### src/rtl/fl_cp_pkg.sv
package fl_cp_pkg;
  localparam logic [1:0] FAST_ARMED = 2'b11;

  typedef enum logic {
    CUR_NORMAL = 1'b0,
    CUR_BOOST  = 1'b1
  } cur_sel_e;
endpackage

### src/rtl/fl_interval_timer.sv
module fl_interval_timer #(
  parameter int unsigned TSEL_W = 4,
  localparam int unsigned CNT_W = TSEL_W + 2
) (
  input  logic              clk_i,
  input  logic              rst_ni,
  input  logic              start_i,
  input  logic              stop_i,
  input  logic              tick_i,
  input  logic [TSEL_W-1:0] sel_i,
  output logic              run_o,
  output logic              expire_o
);
  logic             run_q;
  logic [CNT_W-1:0] cnt_q;
  logic [CNT_W-1:0] last_idx;

  // length = 4*sel + 3, so last index = 4*sel + 2
  assign last_idx = {sel_i, 2'b10};
  assign expire_o = run_q & tick_i & (cnt_q == last_idx) & ~start_i & ~stop_i;
  assign run_o    = run_q;

  always_ff @(posedge clk_i or negedge rst_ni) begin
    if (!rst_ni) begin
      run_q <= 1'b0;
      cnt_q <= '0;
    end else if (stop_i) begin
      run_q <= 1'b0;
      cnt_q <= '0;
    end else if (start_i) begin
      run_q <= 1'b1;
      cnt_q <= '0;
    end else if (expire_o) begin
      run_q <= 1'b0;
      cnt_q <= '0;
    end else if (run_q && tick_i) begin
      cnt_q <= cnt_q + 1'b1;
    end
  end
endmodule

### src/rtl/fl_ctrl_state.sv
module fl_ctrl_state (
  input  logic clk_i,
  input  logic rst_ni,
  input  logic init_wr_i,
  input  logic freq_wr_i,
  input  logic gain_wr_i,
  input  logic gain_bit_i,
  input  logic expire_i,
  output logic hold_o,
  output logic gain_o,
  output logic clr_o
);
  logic hold_q, gain_q, clr_q;

  always_ff @(posedge clk_i or negedge rst_ni) begin
    if (!rst_ni) begin
      hold_q <= 1'b0;
      gain_q <= 1'b0;
      clr_q  <= 1'b0;
    end else begin
      if (init_wr_i)      hold_q <= 1'b1;
      else if (freq_wr_i) hold_q <= 1'b0;

      if (gain_wr_i)     gain_q <= gain_bit_i;
      else if (expire_i) gain_q <= 1'b0;

      clr_q <= expire_i;
    end
  end

  assign hold_o = hold_q;
  assign gain_o = gain_q;
  assign clr_o  = clr_q;
endmodule

### src/rtl/fl_code_mux.sv
module fl_code_mux
  import fl_cp_pkg::*;
#(
  parameter int unsigned CODE_W = 3
) (
  input  cur_sel_e          sel_i,
  input  logic [CODE_W-1:0] norm_i,
  input  logic [CODE_W-1:0] boost_i,
  output logic [CODE_W-1:0] code_o
);
  for (genvar b = 0; b < CODE_W; b++) begin : g_bit
    assign code_o[b] = (sel_i == CUR_BOOST) ? boost_i[b] : norm_i[b];
  end
endmodule

### src/rtl/fastlock_cp_ctrl.sv
module fastlock_cp_ctrl
  import fl_cp_pkg::*;
#(
  parameter int unsigned CODE_W = 3,
  parameter int unsigned TSEL_W = 4
) (
  input  logic              clk_i,
  input  logic              rst_ni,
  input  logic              pfd_tick_i,
  input  logic [1:0]        fast_mode_i,
  input  logic              gain_wr_i,
  input  logic              gain_bit_i,
  input  logic [TSEL_W-1:0] timer_sel_i,
  input  logic [CODE_W-1:0] code_norm_i,
  input  logic [CODE_W-1:0] code_boost_i,
  input  logic              init_wr_i,
  input  logic              freq_wr_i,
  output logic [CODE_W-1:0] cp_code_o,
  output logic              lf_switch_o,
  output logic              cp_tristate_o,
  output logic              gain_clr_o
);
  logic     fast_on, gain_eff, start, stop;
  logic     hold, gain, run, expire;
  cur_sel_e sel;

  assign fast_on  = (fast_mode_i == FAST_ARMED);
  assign gain_eff = gain_wr_i ? gain_bit_i : gain;
  assign stop     = init_wr_i | ~fast_on;
  assign start    = fast_on & ~init_wr_i &
                    ((gain_wr_i & gain_bit_i & ~hold) | (freq_wr_i & gain_eff));

  fl_interval_timer #(.TSEL_W(TSEL_W)) u_timer (
    .clk_i    (clk_i),
    .rst_ni   (rst_ni),
    .start_i  (start),
    .stop_i   (stop),
    .tick_i   (pfd_tick_i),
    .sel_i    (timer_sel_i),
    .run_o    (run),
    .expire_o (expire)
  );

  fl_ctrl_state u_state (
    .clk_i      (clk_i),
    .rst_ni     (rst_ni),
    .init_wr_i  (init_wr_i),
    .freq_wr_i  (freq_wr_i),
    .gain_wr_i  (gain_wr_i),
    .gain_bit_i (gain_bit_i),
    .expire_i   (expire),
    .hold_o     (hold),
    .gain_o     (gain),
    .clr_o      (gain_clr_o)
  );

  // fast mode: timer owns the select; else gain bit is static selector
  assign sel = (fast_on ? run : gain) ? CUR_BOOST : CUR_NORMAL;

  fl_code_mux #(.CODE_W(CODE_W)) u_mux (
    .sel_i   (sel),
    .norm_i  (code_norm_i),
    .boost_i (code_boost_i),
    .code_o  (cp_code_o)
  );

  assign lf_switch_o   = fast_on & run;
  assign cp_tristate_o = hold;
endmodule

### config.mk
export PLATFORM = sky130hd
export DESIGN_NAME = fastlock_cp_ctrl
export DESIGN_NICKNAME = d
export VERILOG_FILES = /design/src/rtl/fl_cp_pkg.sv /design/src/rtl/fl_interval_timer.sv /design/src/rtl/fl_ctrl_state.sv /design/src/rtl/fl_code_mux.sv /design/src/rtl/fastlock_cp_ctrl.sv
export SDC_FILE = /design/constraint.sdc
export NUM_CORES = 1
export LEC_CHECK = 0
export CAP_MARGIN = 20
export CORE_MARGIN = 10
export CORE_UTILIZATION = 44
export DETAILED_ROUTE_END_ITERATION = 7
export GPL_TIMING_DRIVEN = 0
export PLACE_DENSITY = 0.89
export SYNTH_ARGS = -nofsm -noshare
export SYNTH_HDL_FRONTEND = slang
export SYNTH_SLANG_ARGS = --single-unit
### constraint.sdc
create_clock -name clk_i -period 3 [get_ports clk_i]
set_input_delay 0.3 -clock clk_i [delete_from_list [all_inputs] [get_ports clk_i]]
set_output_delay 0.3 -clock clk_i [all_outputs]
set_load 0.005 [all_outputs]
### Word-level counts from Yosys, hierarchy flattened

Index checks and enable logic that the tools add are counted.

* add/subtract/negate cells: 1
* equal/unequal tests: 2
* muxes and demuxes: 16
* bitwise gates (word level): 17
* reduce and logical (&&, ||, !) cells: 5

Operators by type and width (count)
* two-way mux 6 bit: 4
* two-way mux 1 bit: 12
* AND 1 bit: 10
* adder 6 x 1 -> 6 bit (second input constant): 1
* == test 6 bit: 1
* NOT 1 bit: 5
* nonzero test 2 bit: 2
* nonzero test 4 bit: 1
* nonzero test 3 bit: 1
* == test 2 bit (second input constant): 1
* bitwise OR 1 bit: 2
* logical AND 1 bit: 1

* flip-flop bits (word level): 10
* bits of input ports: 19
* output and inout port bits: 6
* logic and storage cells: 46

### Depth between registers and ports, before layout

Gate-level depths: netlist of run 1.

* depth in word-level cells: 10
* gate-level depth with buffers: 5
* gate-level depth less buffers: 5

### Cells and area by module

Synthesis of run 1 repeated with hierarchy kept, for this count alone.

* cells, all modules: 61
* area, all modules: 613.1 µm²

Modules (own cells, without submodules)
* fl_interval_timer: times used 1, cells each 43, area an instance 424.2 µm², sequential area each 175.2 µm²
* fl_ctrl_state: times used 1, cells each 7, area an instance 98.8 µm², sequential area each 75.1 µm²
* fastlock_cp_ctrl: times used 1, cells each 8, area an instance 56.3 µm², sequential area each 0.0 µm²
* fl_code_mux: times used 1, cells each 3, area an instance 33.8 µm², sequential area each 0.0 µm²

### Worst setup path after synthesis of run 1

OpenSTA, ideal clock, no wires.

* kind: reg-to-output
* start: reg u_timer.run_q (netlist: u_timer.run_o)
* end: out cp_code_o[0]
* arrival: 1118 ps
* required time: 2700 ps
* path slack: 1582 ps
* stages on the path, launching flop included: 4
* path buffers: 0
* path through: dfrtp_1 -> and3_1 -> a21oi_1 -> mux2_2

* word-level cells in the longest chain between the ends: 3

RTL lines
* start: declaration: RTL line fl_interval_timer.sv:14 `logic run_q;`
* start signal: assignment: RTL line fl_interval_timer.sv:25 `run_q <= 1'b0;`
* start signal: assignment: RTL line fl_interval_timer.sv:28 `run_q <= 1'b0;`
* start signal: assignment: RTL line fl_interval_timer.sv:31 `run_q <= 1'b1;`
* two-way mux 1 bit (2 in a row): RTL line fastlock_cp_ctrl.sv:58 `assign sel = (fast_on ? run : gain) ? CUR_BOOST : CUR_NORMAL;`
* two-way mux 1 bit: RTL line fl_code_mux.sv:12 `assign code_o[b] = (sel_i == CUR_BOOST) ? boost_i[b] : norm_i[b];`
* end: declaration: RTL line fastlock_cp_ctrl.sv:18 `output logic [CODE_W-1:0] cp_code_o,`

Every way passes these cells.

### Worst setup path in the final report of run 1

* start: in fast_mode_i[1]
* end: out cp_code_o[0]

* word-level cells in the longest chain between the ends: 4

RTL lines
* start: declaration: RTL line fastlock_cp_ctrl.sv:10 `input logic [1:0] fast_mode_i,`
* == test 2 bit: RTL line fastlock_cp_ctrl.sv:27 `assign fast_on = (fast_mode_i == FAST_ARMED);`
* two-way mux 1 bit (2 in a row): RTL line fastlock_cp_ctrl.sv:58
* two-way mux 1 bit: RTL line fl_code_mux.sv:12

Every way passes these cells.

==> results.yml, run 1 <==
global_routing:
  grt_start_max_net_pins: 11
  antenna_found_initial: 0
  globalRoute.totalOverflow: 0
  first_global_vias: 612
  grt_pass1_wl_microns: 2610
  track_usage: 0.0991
clock_network:
  cts-resized-gates: 0
  clock_sinks: 10
  worst_setup_hold_path_clk_slew_ns: 0.06
  postCtsSetupBuffers: 0
  clock_tree.buffer_depth: 2
  cts_inserted_buffers: 3
  clock_latency_reported_for_the_late_side_of_the_worst_skew_pair_ns: 0.25
  cts.hold.buffers_added: 0
  htree_levels: 1
  cts_root_buf: "sky130_fd_sc_hd__clkbuf_4"
  tritoncts: "built"
flow_run:
  timing.max_cap.violations: 0
critical_path:
  cp_data_required_time_ns: 2.70
  regToRegSetupSlack_ns: 1.50
  ff2ff_path_depth: 5
  cp_max_fo: 3
  worst_setup_path_start_kind: "primary input"
  setup.worst_path.class: "in -> out"
  worst_path_arrival_time_ns: 2.03
  critical_path.reg2reg.startpoint: "u_timer.run_o"
  endpoint_kind: "output port"
  rr_endpoint: "u_state.gain_o"
synth:
  synth_xor_area_frac: 0.111
  synth.avg_cell_area_sq_um: 10.3
  ys_top_cells_by_area: "sky130_fd_sc_hd__dfrtp_1, sky130_fd_sc_hd__xnor2_1, sky130_fd_sc_hd__xor2_1"
  number_of_synthesized_flops_with_an_enable_pin: 0
  syn_inst: 61
  syn_area_sq_um: 629
  synthesis.yosys.warnings: 0
  multiplexer_fraction_of_the_synthesized_cell_area: 0.0775
  yosys-top-cells-count: "sky130_fd_sc_hd__dfrtp_1, sky130_fd_sc_hd__nand2_1, sky130_fd_sc_hd__nor2_1"
  yosys.area_share.adder: 0.0398
  synth_fp_nets: 82
  synth_compound_gate_area_share: 0.169
  synth_simple_gate_area_share: 0.179
  synthFlopType: "sky130_fd_sc_hd__dfrtp_1"
  yosys.cell_count.top_type: "sky130_fd_sc_hd__dfrtp_1"
  dominant_combinational_cell_family_by_area_after_synthesis: "simple AND/OR/NAND/NOR gates"
  post-synth-top-area-cell: "sky130_fd_sc_hd__dfrtp_1"
  yosysUniqueCellTypes: 27
  synthArstFlopShare: 1.00
  synth.ff_latch_count: 10
  top_cell_type_s_share_of_synthesized_area: 0.398
  yosysSeqAreaShare: 0.398
routing:
  drc: 0
  detail_route_antenna_nets: 0
  drt_first_iter_violations: 10
  wirelength_microns: 1640
  drt_pass1_iterations: 4
  drt-vias-per-instance: 5.32
  wl_per_cell_microns: 15.9
  via_count: 548
hold_path:
  min_path_type: "in -> async"
placement:
  port-buffer-count: 24
  dpl.hpwl_microns: 1400
  placed_cells_incl_taps: 100
  place.gp.congestion: 0.813
sta:
  worstMarginPinSlew_ns: 0.438
  rsz0062_at_grt: "false"
  final_max_slew_viol_count: 0
  clock-skew-final_ns: 0.00161
  slew-limit-headroom: 0.707
  min_period_ns: 2.33
  final_hold_viol_count: 0
  setup_viol_count_final: 0
  maxClockFrequency_ghz: 0.428
  min_period_over_period: 0.778
  setup_tns_ns: 0
power:
  power.ir.vdd_worst_v: 0.000310
  p_leak_nw: 0.368
  pwr_density_cell_nw_per_um2: 320
finish:
  final_cell_count_no_fill: 103
  final_layout_size_suffix_gt1_frac: 0.159
  antenna_cells: 0
  layout_stage_area_growth_over_the_synthesis_result_pct: 44.7
  final_net_count: 111
  fill_cells: 111
run_status:
  result_of_the_run: "completed"
die:
  placement_rows: 13
  die_height_microns: 57.8
  die_area_sq_um: 3340
  io-pin-count: 25
  core_area_sq_um: 1320
  floorplan.die.width_microns: 57.8
  initial_utilization: 0.478
[cell usage in the layout (no fill, tap or decap), types with 2 or more instances in the layout]
master / synthesis / routed
sky130_fd_sc_hd__inv_1: 2 / 2
sky130_fd_sc_hd__nand4_1: 3 / 3
sky130_fd_sc_hd__clkdlybuf4s50_1: 0 / 24
sky130_fd_sc_hd__a21oi_1: 3 / 3
sky130_fd_sc_hd__nor2_1: 5 / 5
sky130_fd_sc_hd__xnor2_1: 4 / 4
sky130_fd_sc_hd__mux2_2: 3 / 3
sky130_fd_sc_hd__and3_1: 2 / 2
sky130_fd_sc_hd__ha_1: 2 / 2
sky130_fd_sc_hd__dfrtp_1: 10 / 10
sky130_fd_sc_hd__nand3_1: 3 / 3
sky130_fd_sc_hd__clkbuf_4: 0 / 3
sky130_fd_sc_hd__xor2_1: 4 / 4
sky130_fd_sc_hd__nand2_1: 5 / 5
[report_power, final]
part | switching [mW] | internal (mW) | leakage (nW)
registers | 0.00201 | 0.138 | 0.134
logic | 0.0235 | 0.0425 | 0.221
clock network | 0.0395 | 0.0460 | 0.0138
total | 0.0650 | 0.226 | 0.368
[how the worst max path moves through the flow]
stage,from,to,slack (ns)
3_3_place_gp,fast_mode_i[0],cp_code_o[0],0.67
2_1_floorplan,u_timer.run_o,cp_code_o[0],1.58
4_1_cts,fast_mode_i[0],cp_code_o[0],0.66
5_1_grt,fast_mode_i[1],cp_code_o[2],0.57
3_5_place_dp,fast_mode_i[0],cp_code_o[0],0.67
6_report,fast_mode_i[1],cp_code_o[0],0.67
[sequential cells by signal, summed over array words and instances (netlist names)]
| name | flops |
|---|---|
| u_state.clr_o | 1 |
| u_timer.cnt_q | 6 |
| u_timer.run_o | 1 |
| u_state.gain_o | 1 |
| u_state.hold_o | 1 |
[per-stage QoR]
| step | util | hold slack, ns | total power, mW | cell area [sq um] | setup slack [ns] |
|---|---|---|---|---|---|
| final | 0.691 | 0.353 | 0.291 | 911 | 0.665 |
| after CTS | 0.691 | 0.362 | 0.297 | 911 | 0.660 |
| after detailed placement | 0.674 | 0.500 | 0.209 | 888 | 0.666 |
| after global placement | 0.674 | 0.498 | 0.207 | 888 | 0.675 |
| after floorplan | - | 0.00441 | 0.165 | 629 | 1.58 |
| after global routing | 0.691 | 0.380 | 0.310 | 911 | 0.570 |
[metal layers]
layer | track usage | share of wire | vias up
met1 | 0.0990 | 0.37 | 261
met2 | 0.181 | 0.58 | 12
met4 | 0.0369 | 0.013 | 0
li1 | - | - | 273
met5 | 0 | 0 | -
met3 | 0.0370 | 0.037 | 2
[logic make-up after synthesis]
logic type,after synthesis
xor gates and xnor gates,8
adders and majority gates,2
buffers and inverters,4
AOI/OAI and AO/OA,11
and+or+nand+nor,22
muxes,4
DFF,10
[cell type report]
type / instances / area, sq um / area share
inverters: 3 / 11.3 / 0.0124
well taps: 15 / 18.8 / 0.0206
plain buffers: 1 / 5.00 / 0.00549
repair buffers: 24 / 240 / 0.264
flip-flops and latches: 10 / 250 / 0.275
multi-input cells: 47 / 363 / 0.398
clock buffers: 3 / 22.5 / 0.0247
[critical path, stage by stage]
cell and delay [ns]:
sky130_fd_sc_hd__clkdlybuf4s50_1 0.45, sky130_fd_sc_hd__and3_1 0.20, sky130_fd_sc_hd__a21oi_1 0.25, sky130_fd_sc_hd__mux2_2 0.39
sky130_fd_sc_hd__clkdlybuf4s50_1 0.45
(Power assumes the default switching activity.)
==> run 2, diff against run 1 <==
--- a/config.mk
+++ b/config.mk
@@ -7,10 +7,10 @@
 export LEC_CHECK = 0
 export CAP_MARGIN = 20
 export CORE_MARGIN = 10
-export CORE_UTILIZATION = 44
+export CORE_UTILIZATION = 37
 export DETAILED_ROUTE_END_ITERATION = 7
 export GPL_TIMING_DRIVEN = 0
-export PLACE_DENSITY = 0.89
+export PLACE_DENSITY = 0.81
 export SYNTH_ARGS = -nofsm -noshare
 export SYNTH_HDL_FRONTEND = slang
 export SYNTH_SLANG_ARGS = --single-unit
==> constraint.sdc (replaced) <==
create_clock -name clk_i -period 1.9 [get_ports clk_i]
set_input_delay 0.19 -clock clk_i [delete_from_list [all_inputs] [get_ports clk_i]]
set_output_delay 0.19 -clock clk_i [all_outputs]
set_load 0.005 [all_outputs]
==> results.yml, run 2 (synthesized netlist as in run 1, its figures left out) <==
finish:
  most_common_library_cell_in_the_layout_ignoring_fill_and_taps: "sky130_fd_sc_hd__clkdlybuf4s50_1"
  layout_stage_area_growth_over_the_synthesis_result_pct: 52.5
  final_net_count: 113
  largest_register_ffs: 6
  largest-register: "u_timer.cnt_q"
  layout_common_cells: "sky130_fd_sc_hd__clkdlybuf4s50_1, sky130_fd_sc_hd__dfrtp_1, sky130_fd_sc_hd__nor2_1, sky130_fd_sc_hd__nand2_1"
  final_layout_size_suffix_gt1_frac: 0.209
  antenna_cells: 0
critical_path:
  ff2ff_path_depth: 4
  critPathLaunch: "u_timer.run_o"
  worst_path_arrival_time_ns: 1.61
  endpoint_kind: "output port"
  regToRegSetupSlack_ns: 0.34
  rr_endpoint: "u_timer.cnt_q[1]"
  worst_setup_path_start_kind: "flip-flop"
  path_cells: "and3_4, a21oi_4, buf_4, mux2_2, clkdlybuf4s15_1"
  setup.worst_path.class: "reg -> out"
  cp_data_required_time_ns: 1.71
  max_stage_delay_ns: 0.38
  crit_slowest_cell: "sky130_fd_sc_hd__dfrtp_1"
  critical_path.reg2reg.startpoint: "u_state.gain_o"
  cp_max_fo: 3
global_routing:
  grt_start_max_net_pins: 11
  first_global_vias: 605
  globalRoute.totalOverflow: 0
  track_usage: 0.0993
  antenna_found_initial: 0
  grt_pass1_wl_microns: 2790
routing:
  detailroute.wirelength.met2_microns: 998
  wl_per_cell_microns: 16.4
  wire_length_on_met1_microns: 614
  drt_pass1_iterations: 3
  highest_layer: "met4"
  detail_route_antenna_nets: 0
  drt-vias-per-instance: 5.09
  drc: 0
  wirelength_microns: 1750
  met3_length_microns: 125
  via_count: 545
  drt_first_iter_violations: 12
power:
  power.ir.vdd_worst_v: 0.000422
  sequentialPowerShare: 0.424
  power.clock.fraction: 0.369
  pwr-share-comb: 0.207
  p_leak_nw: 0.407
  net-switching-power_mw: 0.120
  power.internal_mw: 0.401
  pwr_density_cell_nw_per_um2: 543
  power.share.switching: 0.230
sta:
  whs_ns: 0.241
  final_max_slew_viol_count: 0
  rsz0062_at_grt: "false"
  final_hold_viol_count: 0
  setup_tns_ns: 0
  worstMarginPinSlew_ns: 0.469
  min_period_ns: 1.80
  slew-limit-headroom: 0.686
  setup_viol_count_final: 0
  clock-skew-final_ns: 0.00339
  min_period_over_period: 0.947
  maxClockFrequency_ghz: 0.556
clock_network:
  tritoncts: "built"
  cts_inserted_buffers: 3
  htree_levels: 1
  cts_root_buf: "sky130_fd_sc_hd__clkbuf_4"
  clock_sinks: 10
  cts.hold.buffers_added: 0
  worst_setup_hold_path_clk_slew_ns: 0.07
  clock_latency_reported_for_the_late_side_of_the_worst_skew_pair_ns: 0.27
  clock_tree.buffer_depth: 2
placement:
  dpl.hpwl_microns: 1390
  place.gp.congestion: 0.793
  port-buffer-count: 24
die:
  die_height_microns: 61.2
  floorplan.die.width_microns: 61.2
  placement_rows: 14
  initial_utilization: 0.404
  die_area_sq_um: 3750
  core_area_sq_um: 1560
  io-pin-count: 25
run_status:
  result_of_the_run: "completed"
flow_run:
  timing.max_cap.violations: 0
hold_path:
  min_path_type: "in -> async"
run 2: metrics by stage:
stage / instances / worst slack (ns) / cell area, sq um / power [mW] / utilization
after detailed placement: 101 / -0.218 / 890 / 0.329 / 0.571
final: 107 / 0.100 / 960 / 0.521 / 0.616
after CTS: 108 / 0.0253 / 961 / 0.527 / 0.616
after floorplan: 61 / 0.537 / 629 / 0.261 / -
after global placement: 101 / -0.215 / 890 / 0.327 / 0.571
after global routing: 107 / 0.00385 / 960 / 0.546 / 0.616
run 2: worst max-delay path, delay by kind of cell, from the launching register on:
kind            cells  cell delay, ns
compound gates      1            0.14
buf+inv             2            0.35
flops               1            0.38
mux                 1            0.31
simple gates        1            0.16
run 2: cell type report:
class | count | area [sq um]
Tap cell | 16 | 20.0
Clock buffer | 4 | 36.3
Fill cell | 134 | 599
Inverter | 3 | 11.3
Multi-Input combinational cell | 47 | 379
Timing Repair Buffer | 26 | 258
Sequential cell | 10 | 250
Buffer | 1 | 5.00
run 2: worst max path at each step:
stage / end / slack, ns / depth (start not counted)
detailed placement: cp_code_o[0] / -0.22 / 5
finish: cp_code_o[2] / 0.10 / 5
CTS: cp_code_o[2] / 0.03 / 6
floorplan: u_timer.cnt_q[1] / 0.54 / 4
global placement: cp_code_o[0] / -0.22 / 5
global route: cp_code_o[2] / 0.004 / 5
run 2: power by group through the flow:
stage	logic, mW	registers (mW)	clock network, mW
6_report	0.108	0.221	0.192
5_1_grt	0.118	0.221	0.207
4_1_cts	0.111	0.221	0.195
3_5_place_dp	0.105	0.224	0
3_3_place_gp	0.103	0.224	0
2_1_floorplan	0.0372	0.223	0
run 2: routing by layer:
metal,vias to the layer above,GRT usage
li1,275,-
met1,258,0.0979
met2,10,0.179
met3,2,0.0494
met4,0,0.0293
met5,-,0
run 2: repair_timing:
action / CTS / global route
pin swaps: 0 / 1
setup buffers: 3 / 0
endpoints found under the setup margin: 3 / 2
gates cloned: 0 / 0
gates resized for setup: 6 / 3
==> run 3, diff against run 2 <==
--- a/config.mk
+++ b/config.mk
@@ -13,4 +13,5 @@
 export PLACE_DENSITY = 0.81
 export SYNTH_ARGS = -nofsm -noshare
 export SYNTH_HDL_FRONTEND = slang
+export SYNTH_HIERARCHICAL = 1
 export SYNTH_SLANG_ARGS = --single-unit
==> constraint.sdc (replaced) <==
create_clock -name clk_i -period 1.45 [get_ports clk_i]
set_input_delay 0.145 -clock clk_i [delete_from_list [all_inputs] [get_ports clk_i]]
set_output_delay 0.145 -clock clk_i [all_outputs]
set_load 0.005 [all_outputs]
==> results.yml, run 3 <==
run_status:
  result_of_the_run: "complete, but fails checks"
  failed_checks: "negative setup slack"
placement:
  placed_cell_area_sq_um: 873
  dp_slack_ns: -0.402
  port-buffer-count: 24
  place.gp.congestion: 0.693
  dpl.hpwl_microns: 1240
power:
  power.ir.vdd_worst_v: 0.000377
  pwr_density_cell_nw_per_um2: 622
  p_leak_nw: 0.411
  power.total_mw: 0.613
critical_path:
  critical_path.reg2reg.startpoint: "u_state/gain_o"
  path_cells: "and3_4, a21o_4, mux2_4, buf_6"
  cp_data_required_time_ns: 1.31
  worst_path_arrival_time_ns: 1.42
  rr_endpoint: "u_state/gain_o"
  worst_setup_path_start_kind: "flip-flop"
  regToRegSetupSlack_ns: 0.01
  endpoint_kind: "output port"
  cp_max_fo: 3
  max_stage_delay_ns: 0.40
  ff2ff_path_depth: 6
  setup.worst_path.class: "reg -> out"
  crit_slowest_cell: "sky130_fd_sc_hd__dfrtp_2"
global_routing:
  grt_pass1_wl_microns: 2700
  track_usage: 0.0983
  antenna_found_initial: 0
  first_global_vias: 613
  grt_start_max_net_pins: 11
  globalRoute.totalOverflow: 0
synth:
  top_cell_type_s_share_of_synthesized_area: 0.408
  synth.ff_latch_count: 10
  yosysUniqueCellTypes: 28
  post-synth-top-area-cell: "sky130_fd_sc_hd__dfrtp_1"
  synth_fp_nets: 82
  syn_area_sq_um: 613
  number_of_synthesized_flops_with_an_enable_pin: 0
  synthFlopType: "sky130_fd_sc_hd__dfrtp_1"
  synth.avg_cell_area_sq_um: 10.1
  yosysSeqAreaShare: 0.408
  yosys.cell_count.top_type: "sky130_fd_sc_hd__dfrtp_1"
  ys_top_cells_by_area: "sky130_fd_sc_hd__dfrtp_1, sky130_fd_sc_hd__xnor2_1, sky130_fd_sc_hd__mux2_2"
  syn_inst: 61
  synthArstFlopShare: 1.00
  yosys-top-cells-count: "sky130_fd_sc_hd__dfrtp_1, sky130_fd_sc_hd__nor2_1, sky130_fd_sc_hd__nand2_1, sky130_fd_sc_hd__xnor2_1"
  synthesis.yosys.warnings: 6
clock_network:
  cts_inserted_buffers: 3
  clock_sinks: 10
  htree_levels: 1
  clock_tree.buffer_depth: 2
  worst_setup_hold_path_clk_slew_ns: 0.06
  tritoncts: "built"
  cts_root_buf: "sky130_fd_sc_hd__clkbuf_4"
  clock_latency_reported_for_the_late_side_of_the_worst_skew_pair_ns: 0.26
sta:
  min_period_ns: 1.57
  worstMarginPinSlew_ns: 0.477
  min_period_over_period: 1.08
  slew-limit-headroom: 0.681
  final_max_slew_viol_count: 0
  post-route-worst-setup-slack_ns: -0.117
  rsz0062_at_grt: "true"
  setup_viol_count_final: 3
  clock-skew-final_ns: 0.00111
  final_hold_viol_count: 0
  maxClockFrequency_ghz: 0.638
finish:
  layout.core_utilization: 0.640
  final_layout_size_suffix_gt1_frac: 0.293
  layout_stage_area_growth_over_the_synthesis_result_pct: 60.8
  multi_input_comb_area_sq_um: 418
  regArea_sq_um: 251
  final_net_count: 115
  largest_register_ffs: 6
  fill_cells: 131
  finish.instance_area_sq_um: 986
  antenna_cells: 0
  largest-register: "u_timer/cnt_q"
  most_common_library_cell_in_the_layout_ignoring_fill_and_taps: "sky130_fd_sc_hd__clkdlybuf4s50_1"
  layout_common_cells: "sky130_fd_sc_hd__clkdlybuf4s50_1, sky130_fd_sc_hd__dfrtp_1, sky130_fd_sc_hd__nor2_1"
hold_path:
  min_path_type: "in -> async"
die:
  initial_utilization: 0.398
  die_area_sq_um: 3690
  io-pin-count: 25
  die_height_microns: 60.7
  floorplan.die.width_microns: 60.7
  core_area_sq_um: 1540
  placement_rows: 14
routing:
  drt-vias-per-instance: 5.31
  detail_route_antenna_nets: 0
  drc: 0
  via_count: 574
  wl_per_cell_microns: 15.8
  drt_pass1_iterations: 4
  drt_first_iter_violations: 4
  wirelength_microns: 1700
flow_run:
  timing.max_cap.violations: 0
-- run 3: cell count changes in the layout (fill, tap and decap cells not counted), moves of 2 or more --
cell                              before  now
sky130_fd_sc_hd__xor2_1                4    2
sky130_fd_sc_hd__nand4_1               3    1
sky130_fd_sc_hd__xnor2_1               4    6
sky130_fd_sc_hd__clkdlybuf4s50_1      19   16
sky130_fd_sc_hd__buf_4                 2    4
sky130_fd_sc_hd__nor2_1                5    7
sky130_fd_sc_hd__o31ai_1               0    2
sky130_fd_sc_hd__nand3_1               3    1
-- run 3: worst max-delay path: cells and delay by family, from the launching register on --
kind                   cells  cell delay, ns
DFF                        1            0.40
muxes                      1            0.30
AOI/OAI and AO/OA          1            0.19
and+or+nand+nor            1            0.15
buffers and inverters      1            0.12
-- run 3: area by class of cell --
cell class / instances / share of cell area
clock buffers: 3 / 0.0228
inverters: 3 / 0.0114
multi-input cells: 48 / 0.424
flip-flops and latches: 10 / 0.255
well taps: 16 / 0.0203
repair buffers: 28 / 0.266
-- run 3: what timing repair did --
action | CTS | global route
hold buffers | 0 | 0
pin swaps | 5 | 7
endpoints found under the setup margin | 8 | 8
setup buffers | 2 | 2
endpoints found under the hold margin | 0 | 0
gates resized for setup | 23 | 7
-- run 3: logic make-up (layout without fill, tap and decap cells) --
logic type / after synthesis / after routing / share of synthesized area
compound gates: 11 / 11 / 0.145
xor+xnor: 8 / 8 / 0.114
fa+ha+maj: 2 / 2 / 0.0408
buf+inv: 3 / 34 / 0.0184
flops: 10 / 10 / 0.408
mux: 3 / 3 / 0.0551
simple gates: 24 / 24 / 0.218
-- run 3: report_power, final --
part           switching (mW)  total [mW]  leakage, nW  internal (mW)
sequential            0.00553       0.289        0.133          0.283
clock                  0.0898       0.185       0.0138         0.0957
combinational          0.0529       0.138        0.265         0.0856
-- run 3: how the worst max path moves through the flow --
stage	to	slack, ns	depth (start not counted)	start
2_1_floorplan	u_state/gain_o	0.13	5	u_timer/cnt_q[3]
5_1_grt	cp_code_o[2]	-0.17	4	u_timer/run_o
4_1_cts	cp_code_o[2]	-0.14	4	u_timer/run_o
3_5_place_dp	cp_code_o[2]	-0.40	5	fast_mode_i[1]
6_report	cp_code_o[2]	-0.12	4	u_timer/run_o
3_3_place_gp	cp_code_o[1]	-0.38	5	fast_mode_i[1]
-- run 3: per-layer routing --
metal,track usage,part of all wire,vias up
met3,0.0480,0.10,2
met5,0,0,-
met1,0.0922,0.38,276
li1,-,-,278
met4,0.0752,0.016,0
met2,0.162,0.50,18
-- run 3: per-stage QoR --
| stage | hold WS (ns) | setup TNS, ns | instances |
|---|---|---|---|
| 6_report | 0.211 | -0.284 | 108 |
| 5_1_grt | 0.235 | -0.572 | 108 |
| 4_1_cts | 0.207 | -0.350 | 106 |
| 3_5_place_dp | 0.500 | -2.92 | 101 |
| 3_3_place_gp | 0.489 | -2.89 | 101 |
| 2_1_floorplan | -0.151 | 0 | 61 |
